## config.mk

```make
export PLATFORM = sky130hd
export DESIGN_NAME = arb_fixed_prio
export DESIGN_NICKNAME = d
export VERILOG_FILES = /design/src/rtl/arb_pkg.sv /design/src/rtl/arb_prio_pick.sv /design/src/rtl/arb_next_state.sv /design/src/rtl/arb_grant_decode.sv /design/src/rtl/arb_fixed_prio.sv
export SDC_FILE = /design/constraint.sdc
export NUM_CORES = 1
export LEC_CHECK = 0
export BUFFER_PORTS_ARGS = -buffer_cell sky130_fd_sc_hd__buf_2
export CAP_MARGIN = 20
export CORE_AREA = 8 8 45 47
export DETAILED_ROUTE_END_ITERATION = 8
export DIE_AREA = 0 0 53 55
export PLACE_DENSITY_LB_ADDON = 0.12
export SYNTH_ARGS = -nofsm -noshare
export SYNTH_HDL_FRONTEND = slang
export SYNTH_SLANG_ARGS = --single-unit
```

## constraint.sdc

```tcl
create_clock -name clk_i -period 3.95 [get_ports clk_i]
set_clock_uncertainty 0.1 [all_clocks]
set_input_delay 0.79 -clock clk_i [delete_from_list [all_inputs] [get_ports clk_i]]
set_output_delay 0.79 -clock clk_i [all_outputs]
set_load 0.05 [all_outputs]
```

## src/rtl/arb_pkg.sv

```systemverilog
package arb_pkg;
    localparam int ARB_N     = 4;
    localparam int ARB_IDX_W = (ARB_N > 1) ? $clog2(ARB_N) : 1;

    typedef struct packed {
        logic                 busy;
        logic [ARB_IDX_W-1:0] owner;
    } arb_state_t;

    localparam arb_state_t ARB_IDLE = '{busy: 1'b0, owner: '0};
endpackage

```

## src/rtl/arb_prio_pick.sv

```systemverilog
module arb_prio_pick #(
    parameter int N     = 4,
    parameter int IDX_W = 2
) (
    input  logic [N-1:0]     req_i,
    output logic             any_o,
    output logic [IDX_W-1:0] idx_o
);
    // Scan from the top so the lowest active index is written last and wins.
    always_comb begin
        any_o = |req_i;
        idx_o = '0;
        for (int i = N - 1; i >= 0; i--) begin
            if (req_i[i]) begin
                idx_o = IDX_W'(i);
            end
        end
    end
endmodule

```

## src/rtl/arb_next_state.sv

```systemverilog
module arb_next_state
    import arb_pkg::*;
(
    input  arb_state_t       state_q,
    input  logic [ARB_N-1:0] req_i,
    input  logic             hold_mode_i,
    output arb_state_t       state_d
);
    logic                 pick_any;
    logic [ARB_IDX_W-1:0] pick_idx;
    logic                 owner_still_req;

    arb_prio_pick #(
        .N     (ARB_N),
        .IDX_W (ARB_IDX_W)
    ) u_pick (
        .req_i (req_i),
        .any_o (pick_any),
        .idx_o (pick_idx)
    );

    always_comb begin
        owner_still_req = state_q.busy && req_i[state_q.owner];
        if (hold_mode_i && owner_still_req) begin
            state_d = state_q;
        end else if (pick_any) begin
            state_d = '{busy: 1'b1, owner: pick_idx};
        end else begin
            state_d = ARB_IDLE;
        end
    end
endmodule

```

## src/rtl/arb_grant_decode.sv

```systemverilog
module arb_grant_decode
    import arb_pkg::*;
(
    input  arb_state_t       state_q,
    output logic [ARB_N-1:0] gnt_o
);
    for (genvar g = 0; g < ARB_N; g++) begin : g_gnt
        assign gnt_o[g] = state_q.busy && (state_q.owner == ARB_IDX_W'(g));
    end
endmodule

```

## src/rtl/arb_fixed_prio.sv

```systemverilog
module arb_fixed_prio
    import arb_pkg::*;
(
    input  logic             clk_i,
    input  logic             rst_ni,
    input  logic             hold_mode_i,
    input  logic [ARB_N-1:0] req_i,
    output logic [ARB_N-1:0] gnt_o
);
    arb_state_t state_d;
    arb_state_t state_q;

    arb_next_state u_next (
        .state_q     (state_q),
        .req_i       (req_i),
        .hold_mode_i (hold_mode_i),
        .state_d     (state_d)
    );

    always_ff @(posedge clk_i or negedge rst_ni) begin
        if (!rst_ni) begin
            state_q <= ARB_IDLE;
        end else begin
            state_q <= state_d;
        end
    end

    arb_grant_decode u_dec (
        .state_q (state_q),
        .gnt_o   (gnt_o)
    );

    // Input assumption: the policy changes only under reset.
    p_mode_static: assert property (@(posedge clk_i) disable iff (!rst_ni)
        $stable(hold_mode_i));

    p_onehot_r2: assert property (@(posedge clk_i) disable iff (!rst_ni)
        $onehot0(gnt_o));

    p_idle_pick_r3: assert property (@(posedge clk_i) disable iff (!rst_ni)
        (gnt_o == '0 && req_i != '0) |=>
        (gnt_o == ($past(req_i) & (~$past(req_i) + 1'b1))));

    p_zero_wins_r4: assert property (@(posedge clk_i) disable iff (!rst_ni)
        (!hold_mode_i && req_i[0]) |=> gnt_o[0]);

    p_preempt_r5: assert property (@(posedge clk_i) disable iff (!rst_ni)
        (!hold_mode_i && req_i != '0) |=>
        (gnt_o == ($past(req_i) & (~$past(req_i) + 1'b1))));

    p_keep_r6: assert property (@(posedge clk_i) disable iff (!rst_ni)
        (hold_mode_i && (gnt_o & req_i) != '0) |=> (gnt_o == $past(gnt_o)));

    p_handoff_r7: assert property (@(posedge clk_i) disable iff (!rst_ni)
        (hold_mode_i && gnt_o != '0 && (gnt_o & req_i) == '0 && req_i != '0) |=>
        (gnt_o == ($past(req_i) & (~$past(req_i) + 1'b1))));

    p_release_r8: assert property (@(posedge clk_i) disable iff (!rst_ni)
        (req_i == '0) |=> (gnt_o == '0));
endmodule

```

## After elaboration in Yosys (flattened, before gate mapping)

Index checks and enable logic that the tools add are counted.
W data, S select, Z words.

| word-level totals | value |
|---|---|
| bits in registers | 3 |
| bits of input ports | 7 |
| output and inout bits | 4 |
| logic and storage cells | 21 |

| operators by class | value |
|---|---|
| $lt $le $gt $ge | 1 |
| equality and inequality tests | 3 |
| mux-type cells | 7 |
| reduce and logical (&&, ||, !) cells | 8 |

Operators with widths:

| kind | number |
|---|---|
| $mux W2 | 4 |
| $logic_and A1 B1 Y1 | 6 |
| $eq A2 B2 Y1 const B | 2 |
| $reduce_or A4 Y1 | 1 |
| $lt A2 B3 Y1 const B | 1 |
| $mux W3 | 1 |
| $bmux W1 S2 | 1 |
| $eq A2 B1 Y1 const B | 1 |
| $logic_not A2 Y1 | 1 |
| $mux W1 | 1 |

## Logic depth before layout (Yosys ltp)

Gate-level depths: netlist (run 1).

| logic depth | value |
|---|---|
| depth after elaboration | 5 |
| gate-level depth with buffers | 4 |
| gate-level depth less buffers | 3 |

## Hierarchy

Synthesis (run 1) repeated with hierarchy kept, for this count alone.

| second synthesis, totals | value |
|---|---|
| cell total of the unflattened synthesis | 26 |
| area, all modules | 230.2 um2 |

By module, submodules not included:

| module | instances | cells an instance | area each (um2) | sequential area each (um2) |
|---|---|---|---|---|
| arb_next_state | 1 | 12 | 82.6 | 0.0 |
| arb_fixed_prio | 1 | 3 | 75.1 | 75.1 |
| arb_grant_decode | 1 | 4 | 37.5 | 0.0 |
| arb_prio_pick | 1 | 7 | 35.0 | 0.0 |

## Least setup slack after synthesis (run 1)

OpenSTA, ideal clock, no wires.

| path | value |
|---|---|
| path type | reg2out |
| from | register, netlist name state_q[1] |
| to | output port gnt_o[0] |
| arrival time | 1631 ps |
| data required time | 3060 ps |
| slack | 1429 ps |
| stages on the path, launching flop included | 3 |
| path buffers | 1 |
| path through | dfrtp_1 buf_6 nor3b_1 |

| between the ends | value |
|---|---|
| cells in the longest elaborated chain, start to end | 2 |

Ends and longest elaborated chain:

| element | RTL line | RTL |
|---|---|---|
| $logic_not A2 Y1 | arb_grant_decode.sv:8 | `assign gnt_o[g] = state_q.busy && (state_q.owner == ARB_IDX_W'(g));` |
| $logic_and A1 B1 Y1 | arb_grant_decode.sv:8 |  |
| end: declaration | arb_fixed_prio.sv:8 | `output logic [ARB_N-1:0] gnt_o` |

No other way between the ends.

## Worst setup path in the final report (run 1)

| path | value |
|---|---|
| from | register, netlist name state_q[1] |
| to | output port gnt_o[0] |

| between the ends | value |
|---|---|
| cells in the longest elaborated chain, start to end | 2 |

Ends and longest elaborated chain:

| element | RTL line |
|---|---|
| $logic_not A2 Y1 | arb_grant_decode.sv:8 |
| $logic_and A1 B1 Y1 | arb_grant_decode.sv:8 |

No other way between the ends.

==> results of run 1 <==
per-stage QoR:
step                 util  power [mW]  worst slack [ns]
floorplan               -      0.0653              1.43
global route        0.211       0.137              1.80
CTS                 0.211       0.133              1.88
detailed placement  0.192      0.0741              2.16
finish              0.211       0.129              1.90
global placement    0.192      0.0743              2.16
Yosys cell counts, drive strengths merged:
| master | n |
|---|---|
| a21oi | 1 |
| and3 | 1 |
| and3b | 1 |
| buf | 1 |
| dfrtp | 3 |
| inv | 1 |
| mux2 | 1 |
| mux2i | 2 |
| nand2 | 2 |
| nand3 | 1 |
| nand3b | 1 |
| nor2 | 4 |
| nor3 | 1 |
| nor3b | 1 |
| o22ai | 1 |
| o32ai | 1 |
layout by cell type (no fill, tap or decap), types with 2 or more instances in the layout:
cell / instances
nand2_1: 2
buf_2: 10
mux2i_1: 2
clkbuf_4: 3
nor2_1: 4
dfrtp_1: 3
worst reg2reg max path, delay by kind of cell (launching register included):
family          cells  cell delay, ns
mux                 2            0.58
compound gates      1            0.12
flops               1            0.45
how the worst max path moves through the flow:
stage / slack, ns / to / cells past startpoint / start
2_1_floorplan: 1.43 / gnt_o[0] / 2 / state_q[1]$_DFFE_PN0N_
3_3_place_gp: 2.16 / gnt_o[0] / 2 / state_q[1]$_DFFE_PN0N_
3_5_place_dp: 2.16 / gnt_o[0] / 2 / state_q[1]$_DFFE_PN0N_
4_1_cts: 1.88 / gnt_o[0] / 2 / state_q[1]$_DFFE_PN0N_
5_1_grt: 1.80 / gnt_o[0] / 2 / state_q[1]$_DFFE_PN0N_
6_report: 1.90 / gnt_o[0] / 2 / state_q[1]$_DFFE_PN0N_
layout make-up:
type / instances / area [um2] / area share
Tap cell: 16 / 20.0 / 0.0687
Sequential cell: 3 / 75.1 / 0.258
Inverter: 1 / 3.75 / 0.0129
Multi-Input combinational cell: 18 / 116 / 0.399
Timing Repair Buffer: 10 / 50.0 / 0.172
Clock buffer: 4 / 26.3 / 0.0901
logic make-up after synthesis:
group                  after synthesis
AO/OA/AOI/OAI                        3
buffers and inverters                2
flip-flops                           3
multiplexers                         3
AND/OR/NAND/NOR                     12
where the power goes:
part / total [mW] / internal (mW) / switching (mW)
sequential: 0.0367 / 0.0332 / 0.00351
clock: 0.0555 / 0.0380 / 0.0175
combinational: 0.0363 / 0.0121 / 0.0242
layer usage:
metal	GRT usage	up-vias	wire [um]
li1	-	107	-
met5	0	-	0
met3	0.0134	2	42
met2	0.0664	6	291
met4	0.0776	0	21
met1	0.0335	85	167
==> impl_metrics.toml, run 1 <==
[logic_synthesis]
syn_nets = 30
synth_compound_area_frac = 0.0970
yosys-top-cells-area = "dfrtp_1, mux2i_1, nor2_1, buf_6, mux2_1"
synth_seq_cells = 3
synthCells = 23
synth_mux_area_frac = 0.152
syn_area_um2 = 206
seq_area_frac_synth = 0.364
synth_top_area_frac = 0.364
synth_top_family_by_area = "simple AND/OR/NAND/NOR gates"
syn_avg_cell_area_um2 = 8.98
yosysTopAreaCell = "dfrtp_1"
yosys.area_share.adder = 0
synth_cell_types = 16
synth-xor-area-share = 0
synth_warnings = 0
yosys.area_share.simple = 0.315

[drt]
wl_um = 524
drt_iter0_markers = 1
firstDrtPassIters = 2
vias = 200
wl_per_cell_um = 10.1
remaining_drc_errors = 0
ant_nets = 0
viasPerCell = 3.85

[clocking]
cts_tree = "done"
root_buffer = "clkbuf_4"
cts_made_buffers = 3
cts_setup_buffers = 0
cts_max_level = 1
post_cts_resized = 0
clkSinkCount = 3
cts_hold_buf = 0
clk_latency_ns = 0.24
path_clk_slew_ns = 0.04
clockBufferDepth = 2

[flow_run]
max_cap_viol_count = 0

[place]
place_area_um2 = 265
place_hpwl_um = 430
dp.cells = 48
port_buffers = 10
gp_congestion = 0.642

[floorplanning]
core_um2 = 1380
die_height_um = 55
die_w_um = 53
boundaryPins = 11
core.rowCount = 14
start_util = 0.149
dieArea_um2 = 2920

[layout]
postLayoutCellArea_um2 = 292
largest_reg_flops = 3
fin_nets = 44
drive_gt1_frac = 0.417
nFillCells = 166
area.growth.synth_to_final_pct = 41.2
top_register = "state_q"
largest_registers = "state_q (3)"
diodes = 0
fin_cells = 52

[worst_setup_path]
max_stage_delay_ns = 0.44
path_max_fanout = 7
critPathSlowestCell = "dfrtp_1"
cp_cell_sequence = "nor3b_1 > buf_2"
crit-reg2reg-launch = "state_q[1]$_DFFE_PN0N_"
crit_path_start_kind = "register"
rrSetupSlack_ns = 2.58
critical_path_class = "register to output port"
ff2ff_path_depth = 3
critical-path-top-delay-family = "flip-flops"
cp.arrival_ns = 1.16
end_kind = "output port"
reg2reg_to = "state_q[1]$_DFFE_PN0N_"
critPathBufInv = 1
required_ns = 3.06

[power]
ir_worst_vdd_mv = 0.0875
power_density_nw_per_um2 = 441
p_leak_nw = 0.144

[timing]
fmax_mhz = 488
finalSetupViolCount = 0
timing.hold.ws_ns = 0.238
fin_crit_ns = 2.05
drv_slew = 0
maxSlewHeadroom = 0.828
fin_crit_sh = 0.519
setup-tns-final_ns = 0
finalHoldViolations = 0
rsz0062_at_grt = "false"
worst_pin_slew_ns = 0.257

[global_route]
grt_pass1_vias = 209
grt.total_usage = 0.0432
grt_pass1_wl_um = 828
grt_overflow = 0
antenna_found_initial = 0
grt_max_degree = 8

[outcome]
status = "finished, final reports clean"

[worst_hold_path]
hp-class = "primary input to asynchronous set/reset pin"
(Power assumes the default switching activity.)
==> run 2: changes to the inputs <==
Clock period 3.95 ns to 2.1 ns, I/O delays scaled along.
==> impl_metrics.toml, run 2 (synthesized netlist as in run 1, its figures left out) <==
[outcome]
status = "finished, final reports clean"

[clocking]
cts_made_buffers = 3
cts_tree = "done"
path_clk_slew_ns = 0.04
clockBufferDepth = 2
cts_max_level = 1
cts_setup_buffers = 0
post_cts_resized = 0
clkSinkCount = 3
root_buffer = "clkbuf_4"
clk_latency_ns = 0.23

[timing]
finalHoldViolations = 0
rsz0062_at_grt = "false"
setup_ws_ns = 0.409
drv_slew = 0
fin_crit_ns = 1.69
fin_crit_sh = 0.805
maxSlewHeadroom = 0.824
worst_pin_slew_ns = 0.264
finalSetupViolCount = 0
setup-tns-final_ns = 0
fmax_mhz = 591
timing.hold.ws_ns = 0.323

[worst_setup_path]
crit_end = "gnt_o[2]"
required_ns = 1.58
cp_cell_sequence = "and3b_2 > buf_2"
crit-reg2reg-launch = "state_q[1]$_DFFE_PN0N_"
reg2reg_to = "state_q[1]$_DFFE_PN0N_"
max_stage_delay_ns = 0.47
cp.arrival_ns = 1.17
rrSetupSlack_ns = 0.70
crit_start = "state_q[1]$_DFFE_PN0N_"
path_max_fanout = 7
ff2ff_path_depth = 3
critPathSlowestCell = "dfrtp_1"
crit_path_start_kind = "register"
critical_path_class = "register to output port"
end_kind = "output port"

[drt]
firstDrtPassIters = 2
ant_nets = 0
wl_um = 530
drt_iter0_markers = 1
vias = 217
remaining_drc_errors = 0
viasPerCell = 4.09
wl_per_cell_um = 10.0

[floorplanning]
die_w_um = 53
core.rowCount = 14
dieArea_um2 = 2920
die_height_um = 55
boundaryPins = 11
start_util = 0.149
core_um2 = 1380

[global_route]
grt_overflow = 0
grt.total_usage = 0.0438
met3_usage = 0.0374
antenna_found_initial = 0
grt_max_degree = 8
grt_util_met1 = 0.0336
grt_util_met2 = 0.0625
grt.busiest_layer = "met2"
grt_pass1_vias = 214
grt_pass1_wl_um = 828

[layout]
top_register = "state_q"
area.growth.synth_to_final_pct = 48.5
diodes = 0
largest_reg_flops = 3
largest_registers = "state_q (3)"
final_cell_mix = "buf_2, nor2_1, clkbuf_4, dfrtp_1"
layout_commonest_cell = "buf_2"
final_util = 0.222
drive_gt1_frac = 0.432
fin_nets = 45

[place]
place_hpwl_um = 436
pre_cts_slack_ns = 0.634
gp_congestion = 0.631
port_buffers = 10

[power]
p_total_mw = 0.242
p_leak_nw = 0.151
power_density_nw_per_um2 = 790
ir_worst_vdd_mv = 0.153

[flow_run]
max_cap_viol_count = 0

[worst_hold_path]
hp-class = "primary input to register"
-- run 2: worst min path at each step --
stage                  start                     end  slack [ns]  cells after the start
global placement      rst_ni  state_q[2]$_DFFE_PN0N_        0.12                      1
CTS                 req_i[3]  state_q[2]$_DFFE_PN0N_        0.32                      3
detailed placement    rst_ni  state_q[1]$_DFFE_PN0N_        0.12                      1
floorplan             rst_ni  state_q[0]$_DFFE_PN0N_        0.02                      0
global route        req_i[0]  state_q[2]$_DFFE_PN0N_        0.32                      3
finish              req_i[3]  state_q[2]$_DFFE_PN0N_        0.32                      3
-- run 2: metal layers --
layer,wire [um],part of all wire
met4,0,0
met2,284,0.54
met5,0,0
met1,173,0.33
met3,72,0.14
-- run 2: stage by stage --
stage	area (um2)	cells
3_5_place_dp	270	48
3_3_place_gp	270	48
6_report	307	53
4_1_cts	307	53
5_1_grt	307	53
2_1_floorplan	211	23
-- run 2: final cells by class --
type,instances,area (um2)
clock buffer,4,26.3
fill,156,1080
inverter,1,3.75
multi-input combinational,18,121
sequential,3,75.1
tap,16,20.0
timing repair buffer,11,60.1
-- run 2: where the power goes --
group,total [mW],switching [mW],internal [mW]
Clock,0.101,0.0300,0.0712
Sequential,0.0702,0.00764,0.0625
Combinational,0.0708,0.0459,0.0249
-- run 2: repair_timing --
action	4_1_cts	5_1_grt
setup endpoints to repair	0	0
hold endpoints to repair	3	0
hold buffers	1	0
-- run 2: worst max-delay path: cells and delay by family, from the launching register on --
kind,cells,cell delay [ns]
flip-flops,1,0.47
buffers and inverters,1,0.25
AND/OR/NAND/NOR,1,0.21
